## src/rtl/cmp_ctrl_pkg.sv

```systemverilog
package cmp_ctrl_pkg;
  localparam logic [7:0] OFS_CTRL  = 8'h00;
  localparam logic [7:0] OFS_MODE  = 8'h04;
  localparam logic [7:0] OFS_IEN   = 8'h24;
  localparam logic [7:0] OFS_IDIS  = 8'h28;
  localparam logic [7:0] OFS_IMSK  = 8'h2C;
  localparam logic [7:0] OFS_STAT  = 8'h30;
  localparam logic [7:0] OFS_ANA   = 8'h94;
  localparam logic [7:0] OFS_LOCK  = 8'hE4;
  localparam logic [7:0] OFS_LVIOL = 8'hE8;
  localparam logic [23:0] LOCK_KEY = 24'h414343;

  typedef enum logic [1:0] {
    EDGE_RISE = 2'd0,
    EDGE_FALL = 2'd1,
    EDGE_BOTH = 2'd2,
    EDGE_NONE = 2'd3
  } edge_sel_e;

  typedef struct packed {
    logic      fault_en;
    logic      fault_src;
    logic      invert;
    edge_sel_e edge_sel;
    logic      enable;
    logic [2:0] plus_sel;
    logic [2:0] minus_sel;
  } mode_t;
endpackage

```

## src/rtl/cmp_sync_edge.sv

```systemverilog
module cmp_sync_edge
  import cmp_ctrl_pkg::*;
#(
  parameter int STAGES = 2
) (
  input  logic      clk_i,
  input  logic      rst_ni,
  input  logic      clr_i,
  input  logic      cmp_i,
  input  logic      invert_i,
  input  logic      enable_i,
  input  edge_sel_e edge_sel_i,
  output logic      level_o,
  output logic      edge_o
);
  localparam int LAST = STAGES - 1;

  logic [LAST:0] sync_q;
  logic          prev_q;
  logic          rise, fall;

  always_ff @(posedge clk_i or negedge rst_ni) begin
    if (!rst_ni) begin
      sync_q <= '0;
      prev_q <= 1'b0;
    end else if (clr_i) begin
      sync_q <= '0;
      prev_q <= 1'b0;
    end else begin
      sync_q <= {sync_q[LAST-1:0], cmp_i ^ invert_i};
      prev_q <= sync_q[LAST];
    end
  end

  assign level_o = sync_q[LAST];
  assign rise    = level_o & ~prev_q;
  assign fall    = ~level_o & prev_q;

  always_comb begin
    unique case (edge_sel_i)
      EDGE_RISE: edge_o = enable_i & rise;
      EDGE_FALL: edge_o = enable_i & fall;
      EDGE_BOTH: edge_o = enable_i & (rise | fall);
      default:   edge_o = 1'b0;
    endcase
  end


  edge_moves_chk: assert property (@(posedge clk_i) disable iff (!rst_ni)
    edge_o |-> (level_o != $past(level_o)));
endmodule

```

## src/rtl/cmp_wprot.sv

```systemverilog
module cmp_wprot
  import cmp_ctrl_pkg::*;
(
  input  logic        clk_i,
  input  logic        rst_ni,
  input  logic        clr_i,
  input  logic        key_wr_i,
  input  logic [23:0] key_i,
  input  logic        key_en_i,
  input  logic        guarded_wr_i,
  input  logic        viol_rd_i,
  output logic        locked_o,
  output logic        viol_o
);
  always_ff @(posedge clk_i or negedge rst_ni) begin
    if (!rst_ni) begin
      locked_o <= 1'b0;
      viol_o   <= 1'b0;
    end else if (clr_i) begin
      locked_o <= 1'b0;
      viol_o   <= 1'b0;
    end else begin
      if (key_wr_i && key_i == LOCK_KEY) locked_o <= key_en_i;
      if (guarded_wr_i && locked_o) viol_o <= 1'b1;
      else if (viol_rd_i)           viol_o <= 1'b0;
    end
  end


  bad_key_chk: assert property (@(posedge clk_i) disable iff (!rst_ni)
    (key_wr_i && key_i != LOCK_KEY && !clr_i) |=> $stable(locked_o));

  viol_set_chk: assert property (@(posedge clk_i) disable iff (!rst_ni)
    (locked_o && guarded_wr_i && !clr_i) |=> viol_o);
endmodule

```

## src/rtl/cmp_edge_ctrl.sv

```systemverilog
module cmp_edge_ctrl
  import cmp_ctrl_pkg::*;
#(
  parameter int ADDR_W      = 8,
  parameter int SYNC_STAGES = 2
) (
  input  logic              clk_i,
  input  logic              rst_ni,
  input  logic              cmp_i,
  input  logic              wr_en_i,
  input  logic              rd_en_i,
  input  logic [ADDR_W-1:0] addr_i,
  input  logic [31:0]       wdata_i,
  output logic [31:0]       rdata_o,
  output logic [2:0]        minus_sel_o,
  output logic [2:0]        plus_sel_o,
  output logic              cmp_en_o,
  output logic              cur_sel_o,
  output logic [1:0]        hyst_o,
  output logic              fault_o,
  output logic              irq_o
);
  localparam int OFS_W = 8;

  logic [OFS_W-1:0] ofs;
  mode_t mode_q;
  logic  cur_sel_q;
  logic [1:0] hyst_q;
  logic  mask_q, flag_q;
  logic  level, edge_hit;
  logic  locked, viol;
  logic  swrst, mode_wr, ana_wr, stat_rd;
  logic  unused_bits;

  assign ofs         = OFS_W'(addr_i);
  assign swrst       = wr_en_i && ofs == OFS_CTRL && wdata_i[0];
  assign mode_wr     = wr_en_i && ofs == OFS_MODE;
  assign ana_wr      = wr_en_i && ofs == OFS_ANA;
  assign stat_rd     = rd_en_i && ofs == OFS_STAT;
  assign unused_bits = ^{wdata_i[11], wdata_i[7], wdata_i[3]};

  cmp_sync_edge #(.STAGES(SYNC_STAGES)) u_sync (
    .clk_i      (clk_i),
    .rst_ni     (rst_ni),
    .clr_i      (swrst),
    .cmp_i      (cmp_i),
    .invert_i   (mode_q.invert),
    .enable_i   (mode_q.enable),
    .edge_sel_i (mode_q.edge_sel),
    .level_o    (level),
    .edge_o     (edge_hit)
  );

  cmp_wprot u_wprot (
    .clk_i        (clk_i),
    .rst_ni       (rst_ni),
    .clr_i        (swrst),
    .key_wr_i     (wr_en_i && ofs == OFS_LOCK),
    .key_i        (wdata_i[31:8]),
    .key_en_i     (wdata_i[0]),
    .guarded_wr_i (mode_wr || ana_wr),
    .viol_rd_i    (rd_en_i && ofs == OFS_LVIOL),
    .locked_o     (locked),
    .viol_o       (viol)
  );

  always_ff @(posedge clk_i or negedge rst_ni) begin
    if (!rst_ni) begin
      mode_q    <= '0;
      cur_sel_q <= 1'b0;
      hyst_q    <= '0;
      mask_q    <= 1'b0;
      flag_q    <= 1'b0;
    end else if (swrst) begin
      mode_q    <= '0;
      cur_sel_q <= 1'b0;
      hyst_q    <= '0;
      mask_q    <= 1'b0;
      flag_q    <= 1'b0;
    end else begin
      if (mode_wr && !locked) begin
        mode_q.fault_en  <= wdata_i[14];
        mode_q.fault_src <= wdata_i[13];
        mode_q.invert    <= wdata_i[12];
        mode_q.edge_sel  <= edge_sel_e'(wdata_i[10:9]);
        mode_q.enable    <= wdata_i[8];
        mode_q.plus_sel  <= wdata_i[6:4];
        mode_q.minus_sel <= wdata_i[2:0];
      end
      if (ana_wr && !locked) begin
        cur_sel_q <= wdata_i[0];
        hyst_q    <= wdata_i[2:1];
      end
      if (wr_en_i && ofs == OFS_IEN && wdata_i[0])       mask_q <= 1'b1;
      else if (wr_en_i && ofs == OFS_IDIS && wdata_i[0]) mask_q <= 1'b0;
      // a new edge wins over the clear-on-read
      if (edge_hit)     flag_q <= 1'b1;
      else if (stat_rd) flag_q <= 1'b0;
    end
  end

  always_comb begin
    rdata_o = '0;
    if (rd_en_i) begin
      unique case (ofs)
        OFS_MODE:  rdata_o = {17'b0, mode_q.fault_en, mode_q.fault_src, mode_q.invert,
                              1'b0, mode_q.edge_sel, mode_q.enable, 1'b0,
                              mode_q.plus_sel, 1'b0, mode_q.minus_sel};
        OFS_IMSK:  rdata_o = {31'b0, mask_q};
        OFS_STAT:  rdata_o = {30'b0, level, flag_q};
        OFS_ANA:   rdata_o = {29'b0, hyst_q, cur_sel_q};
        OFS_LOCK:  rdata_o = {31'b0, locked};
        OFS_LVIOL: rdata_o = {31'b0, viol};
        default:   rdata_o = '0;
      endcase
    end
  end

  assign minus_sel_o = mode_q.minus_sel;
  assign plus_sel_o  = mode_q.plus_sel;
  assign cmp_en_o    = mode_q.enable;
  assign cur_sel_o   = cur_sel_q;
  assign hyst_o      = hyst_q;
  assign fault_o     = mode_q.fault_en & (mode_q.fault_src ? level : flag_q);
  assign irq_o       = flag_q & mask_q;


  flag_cause_chk: assert property (@(posedge clk_i) disable iff (!rst_ni)
    $rose(flag_q) |-> $past(edge_hit));

  keep_flag_chk: assert property (@(posedge clk_i) disable iff (!rst_ni)
    (edge_hit && stat_rd && !swrst) |=> flag_q);

  read_clear_chk: assert property (@(posedge clk_i) disable iff (!rst_ni)
    (stat_rd && !edge_hit && !swrst) |=> !flag_q);

  lock_hold_chk: assert property (@(posedge clk_i) disable iff (!rst_ni)
    (locked && !swrst) |=> $stable(mode_q) && $stable(hyst_q) && $stable(cur_sel_q));

  swrst_chk: assert property (@(posedge clk_i) disable iff (!rst_ni)
    swrst |=> (mode_q == '0 && !mask_q && !flag_q && !locked && !viol));
endmodule

```

## config.mk

```make
export PLATFORM = sky130hd
export DESIGN_NAME = cmp_edge_ctrl
export DESIGN_NICKNAME = d
export VERILOG_FILES = /design/src/rtl/cmp_ctrl_pkg.sv /design/src/rtl/cmp_sync_edge.sv /design/src/rtl/cmp_wprot.sv /design/src/rtl/cmp_edge_ctrl.sv
export SDC_FILE = /design/constraint.sdc
export NUM_CORES = 1
export LEC_CHECK = 0
export BUFFER_PORTS_ARGS = -buffer_cell sky130_fd_sc_hd__buf_2
export CAP_MARGIN = 20
export CORE_MARGIN = 2
export CORE_UTILIZATION = 45
export CTS_BUF_LIST = sky130_fd_sc_hd__clkbuf_4
export DETAILED_ROUTE_END_ITERATION = 7
export MAX_ROUTING_LAYER = met4
export PLACE_DENSITY_LB_ADDON = 0.3
export SYNTH_ARGS = -nofsm -noshare
export SYNTH_HDL_FRONTEND = slang
export SYNTH_SLANG_ARGS = --single-unit
```

## constraint.sdc

```tcl
create_clock -name clk_i -period 2.5 [get_ports clk_i]
set_input_delay 0.25 -clock clk_i [delete_from_list [all_inputs] [get_ports clk_i]]
set_output_delay 0.25 -clock clk_i [all_outputs]
set_load 0.05 [all_outputs]
```

==> implementation parameters, run 1 <==
Parameter                              Value

Run status
  Result of the run    finished clean

Floorplanning
  Die Span X    65.0 um
  Number of placement rows    22
  Count of boundary I/O pins    89
  Area of the die    4220 um^2
  Initial core utilization    0.464
  Vertical die dimension    65.0 um
  Core Footprint    3610 um^2

Synthesis
  Fraction of synthesized area in multiplexers    0.102
  Yosys warning count    0
  Area fraction of the dominant cell type after synthesis    0.329
  Dominant combinational cell family by area after synthesis    simple AND/OR/NAND/NOR gates
  Post-synthesis compound-gate area fraction    0.0673
  Count of flip-flops with a built-in enable after synthesis    0
  Adder-cell area share of the yosys netlist    0.0374
  Number of distinct standard cells referenced by the synthesized netlist    44
  Synthesis-stage register bit count    22
  Post-Synth XOR/XNOR Area    0.00524
  Share of async-settable or async-resettable flops after synthesis    1.00
  Post-Syn Area per Cell    9.56 um^2
  Gate Count Post-Synth    175
  Library cell with the largest summed area after synthesis    dfrtp_1
  Combined area of all synthesized cells    1670 um^2
  Share of the yosys chip area belonging to registers    0.329
  Most used standard cell by instance count after synthesis    buf_4
  Leading cell types by total area after synthesis    dfrtp_1 33%, buf_4 13%, mux2i_1 10%
  Synth cell count leaders    28 x buf_4, 22 x dfrtp_1, 22 x nor2_1, 17 x mux2i_1, 13 x and2_1
  Post-synthesis simple-gate area fraction    0.299
  Dominant register cell in the synthesized netlist    dfrtp_1

CTS
  CTS tree    done
  Resized Gates After CTS    0
  Largest buffer count on any clock path    2
  Clock latency of the later-clocked register in the worst-skew pair    0.31 ns
  Clock root buffer master    clkbuf_4
  Hold buffer count at CTS    1
  Clock slew at reported path FFs    0.12 ns
  Clock Sinks    22
  Maximum level of the CTS H-tree    1
  Number of CTS-inserted buffers    3
  Post-CTS Setup Inserts    0

Setup path
  Cell chain of the critical path    buf_2, nor4_4, and4_1, and2_1, buf_2
  Highest-delay cell along the critical path    and4_1
  Cell occurring most often along the worst timing path    buf_2
  CP Capture Type    output port
  Crit path buf inv count    2
  Largest fanout of any net on the critical path    9
  Required time at the endpoint of the critical path    2.25 ns
  Arrival time worst endpoint    1.68 ns
  CP Launch Type    input port
  Path type of the worst setup path    input port to output port
  Delay contributed by the slowest stage of the critical path    0.44 ns
  Cell type group with the largest total delay on the critical path    simple AND/OR/NAND/NOR gates

Drt
  DRC Markers    0
  Drt initial violations    100
  DRT antenna net count    0
  Routed WL per cell    12.7 um
  Number of iterations in the first detailed-routing pass    4
  Via total after detailed routing    1422
  Via density    5.04
  Final WL    3590 um

STA
  Final Cycle Share    0.773
  Min Clock Period, post-route    1.93 ns
  Final hold violation count    0
  Clk_skew    0.000896 ns
  Setup repair after global routing missed its margin    false
  Setup tns final    0 ns
  Highest Clock Rate    0.517 GHz
  Final setup fails    0
  Max-slew violation total from the final report    0

Final layout
  Antenna Diode Count    0
  P&R area growth vs syn    15.6%
  Fraction of final layout cells sized beyond drive strength 1    0.325
  Net total in the final layout    285
  Final instance area    1930 um^2

Job
  Number of maximum-capacitance constraint violations    0

Power and ir drop
  Ratio of total power to cell area    407 nW/um^2
  Leakage    1.12 nW
  Maximum resistive drop on vdd    228 uV

Place
  DPL Wire Length    2730 um
  Final weighted congestion in routability-driven placement    0.890
  Dpl cell area    1900 um^2
  Number of I/O port buffers    66

Global route
  Maximum number of pins on one net before global-route repair    23
  Aggregate global routing overflow    0
  Initial antenna violation count    0
  Global-route total usage across every layer    0.187
  Global-route wire length before repair    5990 um
  Via count of the first global-routing pass    1355

Hold path
  Worst hold path class    input port to flip-flop
[layer usage]
layer / GRT usage / vias to the layer above / wire length, um
li1: - / 691 / -
met1: 0.244 / 656 / 1570
met2: 0.300 / 69 / 1670
met3: 0.0191 / 6 / 280
met4: 0.0745 / 0 / 68
met5: - / - / 0
[cells by family (layout without fill, tap and decap cells)]
kind of cell             count (synthesis)  count (layout)
AO/OA/AOI/OAI                           14              14
XOR/XNOR                                 1               1
adder cells (fa/ha/maj)                  5               5
buffers and inverters                   38              78
flip-flops                              22              22
multiplexers                            17              17
other                                    1              20
AND/OR/NAND/NOR                         77              77
[cell usage in the layout (no fill, tap or decap), types with 2 or more instances in the layout]
| cell | synthesis | routed |
|---|---|---|
| nand2_1 | 8 | 8 |
| nand4_1 | 5 | 5 |
| a21oi_1 | 2 | 2 |
| inv_1 | 7 | 7 |
| buf_2 | 1 | 66 |
| nand4b_1 | 2 | 2 |
| and2_1 | 13 | 13 |
| and3_1 | 2 | 2 |
| nor2b_1 | 2 | 2 |
| nor3_1 | 3 | 3 |
| nor4bb_1 | 4 | 4 |
| dfrtp_1 | 22 | 22 |
| a22oi_1 | 3 | 3 |
| clkbuf_4 | 0 | 3 |
| nor2_1 | 22 | 22 |
| ha_1 | 5 | 5 |
| nor4b_1 | 2 | 2 |
| mux2i_1 | 17 | 17 |
| conb_1 | 1 | 20 |
[registers in the layout, summed over array words and instances, names as in the netlist]
name,cells
cmp_en_o,1
minus_sel_o,3
mask_q,1
u_wprot.locked_o,1
mode_q,5
cur_sel_o,1
u_sync.prev_q,1
plus_sel_o,3
flag_q,1
hyst_o,2
u_sync.sync_q,2
u_wprot.viol_o,1
[through the flow]
step	utilization	hold WS, ns	worst slack (ns)	power, mW	cells
global placement	0.526	0.246	0.579	0.622	277
finish	0.536	0.174	0.567	0.787	282
global route	0.536	0.175	0.485	0.835	282
CTS	0.536	0.163	0.563	0.797	282
floorplan	-	-0.0456	0.398	0.581	194
detailed placement	0.526	0.251	0.572	0.626	277
[area by class of cell]
cell class                      count  area [um^2]
Clock buffer                        3         22.5
Sequential cell                    22          551
Multi-Input combinational cell    134          930
Timing Repair Buffer               67          340
Tap cell                           48         60.1
Clock inverter                      1         3.75
Fill cell                         372         1670
Inverter                            7         26.3
[worst register-to-register path: stages (launching register included)]
cell      delay, ns
dfrtp_1        0.43
inv_1          0.08
ha_1           0.27
inv_1          0.03
a221o_1        0.33
nand4b_1       0.09
a21oi_1        0.06
[worst paths after layout]
kind                                             from                         end  slack [ns]  cells after the start
max                                         addr_i[4]                 rdata_o[14]        0.57                      5
min                                        wdata_i[5]   plus_sel_o[1]$_DFFE_PN0P_        0.17                      3
max reg2reg                u_sync.sync_q[1]$_DFF_PN0_          flag_q$_DFFE_PN0P_        1.09                      6
min reg2reg                u_sync.sync_q[0]$_DFF_PN0_  u_sync.sync_q[1]$_DFF_PN0_        0.48                      1
max in group asynchronous                      rst_ni   plus_sel_o[0]$_DFFE_PN0P_        1.74                      2
min in group asynchronous                      rst_ni  minus_sel_o[2]$_DFFE_PN0P_        0.43                      2
[where the power goes]
group          total (mW)  internal (mW)  switching, mW  leakage, nW
combinational       0.230         0.0623          0.168        0.814
sequential          0.389          0.374         0.0152        0.288
clock               0.168         0.0584          0.110       0.0154
total               0.787          0.494          0.293         1.12
(Power assumes the default switching activity.)
==> run 2: changes to the inputs <==
--- a/config.mk
+++ b/config.mk
@@ -8,7 +8,7 @@
 export BUFFER_PORTS_ARGS = -buffer_cell sky130_fd_sc_hd__buf_2
 export CAP_MARGIN = 20
 export CORE_MARGIN = 2
-export CORE_UTILIZATION = 45
+export CORE_UTILIZATION = 42
 export CTS_BUF_LIST = sky130_fd_sc_hd__clkbuf_4
 export DETAILED_ROUTE_END_ITERATION = 7
 export MAX_ROUTING_LAYER = met4
==> constraint.sdc (replaced) <==
create_clock -name clk_i -period 1.6 [get_ports clk_i]
set_input_delay 0.16 -clock clk_i [delete_from_list [all_inputs] [get_ports clk_i]]
set_output_delay 0.16 -clock clk_i [all_outputs]
set_load 0.05 [all_outputs]
==> run 2 against run 1 <==
The run now ends with negative setup slack left. Register-to-register slack got worse by 0.90 ns. Via count increased by 5.6%. Count of clock-buffer cells in the layout unchanged. Global-route usage increased by 0.49 points. Sequential share of layout area decreased by 2.7 points. Sequential power increased by 56%. Critical path type is now flip-flop to output port. Critical endpoint is now rdata_o[0]. Largest power group unchanged.
==> implementation parameters, run 2 (same netlist as run 1, synthesis figures left out) <==
Parameter                              Value

Setup path
  Startpoint of the worst-slack reg-to-reg timing path    u_sync.sync_q[1]$_DFF_PN0_
  Arrival time worst endpoint    1.44 ns
  Critical path startpoint    cur_sel_o$_DFFE_PN0P_
  CP Launch Type    flip-flop
  Highest-delay cell along the critical path    dfrtp_1
  Crit path buf inv count    1
  Length in cells of the worst reg-to-reg path    6
  Delay contributed by the slowest stage of the critical path    0.43 ns
  Cell chain of the critical path    a22oi_2, o31ai_1, a211o_1, buf_6
  Largest fanout of any net on the critical path    3
  Count of cell instances traversed by the critical path    4
  Cell type group with the largest total delay on the critical path    compound AO/OA/AOI/OAI gates
  Path type of the worst setup path    flip-flop to output port
  Required time at the endpoint of the critical path    1.44 ns
  CP Capture Type    output port

Final layout
  Most common library cell in the layout ignoring fill and taps    buf_2
  Flip-flop count of the largest register, all copies and words added    5
  Reg with most FFs    mode_q
  P&R area growth vs syn    27.5%
  Antenna Diode Count    0
  Fraction of final layout cells sized beyond drive strength 1    0.392
  Leading cell types in the layout, fill and taps excluded    55 x buf_2, 22 x nor2_1, 22 x dfrtp_1, 20 x conb_1, 20 x buf_4
  Net total in the final layout    301

STA
  Min Clock Period, post-route    1.60 ns
  Max-slew violation total from the final report    0
  Minimum setup slack in the final design    -0.00423 ns
  Hold WS    0.0720 ns
  Setup repair after global routing missed its margin    true
  Final setup fails    1
  Clk_skew    0.00865 ns
  Final hold violation count    0
  Final Cycle Share    1.00
  Highest Clock Rate    0.623 GHz
  Setup tns final    -0.00423 ns

Drt
  DRC Markers    0
  Routed WL per cell    13.3 um
  Via total after detailed routing    1501
  Final WL    3950 um
  DRT antenna net count    0
  Drt initial violations    45
  Via density    5.04
  Number of iterations in the first detailed-routing pass    4

Global route
  Via count of the first global-routing pass    1292
  Aggregate global routing overflow    0
  Global-route wire length before repair    6330 um
  Maximum number of pins on one net before global-route repair    23
  Global-route total usage across every layer    0.192
  Initial antenna violation count    0

Run status
  Result of the run    complete, but fails checks
  Violations in the final reports    negative setup slack

CTS
  Clock latency of the later-clocked register in the worst-skew pair    0.32 ns
  CTS tree    done
  Number of CTS-inserted buffers    3
  Clock root buffer master    clkbuf_4
  Maximum level of the CTS H-tree    1
  Clock slew at reported path FFs    0.13 ns
  Clock Sinks    22
  Largest buffer count on any clock path    2

Floorplanning
  Initial core utilization    0.447
  Vertical die dimension    67.1 um
  Area of the die    4500 um^2
  Core Footprint    3740 um^2
  Number of placement rows    22
  Die Span X    67.1 um
  Count of boundary I/O pins    89

Place
  DPL Wire Length    3030 um
  Number of I/O port buffers    66
  Final weighted congestion in routability-driven placement    0.912

Hold path
  HP Start    wdata_i[6]
  Worst hold path class    input port to flip-flop
  Hold Crit Depth    3

Power and ir drop
  Leakage    1.21 nW
  Ratio of total power to cell area    589 nW/um^2
  Maximum resistive drop on vdd    432 uV

Job
  Number of maximum-capacitance constraint violations    0
run 2: changes by cell type in the layout (fill, tap and decap cells not counted), moves of 2 or more:
cell,change
buf_4,+20
buf_2,-11
clkbuf_4,+4
buf_6,+2
run 2: routing by layer:
metal  part of all wire  up-vias  global-route usage
met5                  0        -                   -
met1               0.44      683               0.269
li1                   -      720                   -
met3               0.10        9              0.0287
met4              0.016        0              0.0536
met2               0.44       89               0.290
run 2: path summary, 6_finish.rpt:
kind / end / slack [ns]
setup / recovery: rdata_o[0] / -0.004
hold / removal: plus_sel_o[2]$_DFFE_PN0P_ / 0.07
setup reg to reg: flag_q$_DFFE_PN0P_ / 0.19
hold reg to reg: u_sync.sync_q[1]$_DFF_PN0_ / 0.46
max in group asynchronous: plus_sel_o[1]$_DFFE_PN0P_ / 0.94
min in group asynchronous: hyst_o[1]$_DFFE_PN0P_ / 0.31
run 2: tightest hold or removal path, stage by stage:
cell,delay [ns]
buf_2,0.07
mux2i_1,0.05
nor2_1,0.07
run 2: report_power, final:
part | switching, mW | internal, mW | leakage (nW)
Combinational | 0.271 | 0.111 | 0.909
Clock | 0.177 | 0.0917 | 0.0154
Sequential | 0.0232 | 0.584 | 0.288
run 2: area by class of cell:
cell class,instances,area (um^2)
fill,356,1610
multi-input combinational,134,962
sequential,22,551
timing repair buffer,83,508
tap,48,60.1
inverter,7,26.3
clock buffer,3,22.5
clock inverter,1,3.75
run 2: timing repair:
action / CTS / global route
setup endpoints to repair: 2 / 11
hold endpoints to repair: 22 / 0
setup buffers: 3 / 2
resized for setup: 6 / 16
hold buffers: 1 / 0
pin swaps: 1 / 2
cloned: 0 / 0
run 2: stage by stage:
| stage | std cells | utilization | area (um^2) | power, mW | setup WS (ns) |
|---|---|---|---|---|---|
| after global routing | 298 | 0.570 | 2130 | 1.32 | -0.0788 |
| after detailed placement | 288 | 0.534 | 2000 | 0.988 | 0.0538 |
| after global placement | 288 | 0.534 | 2000 | 0.982 | 0.0610 |
| after CTS | 296 | 0.557 | 2090 | 1.26 | -0.0171 |
| final | 298 | 0.570 | 2130 | 1.26 | -0.00423 |
| after floorplan | 194 | - | 1750 | 0.909 | 0.000485 |
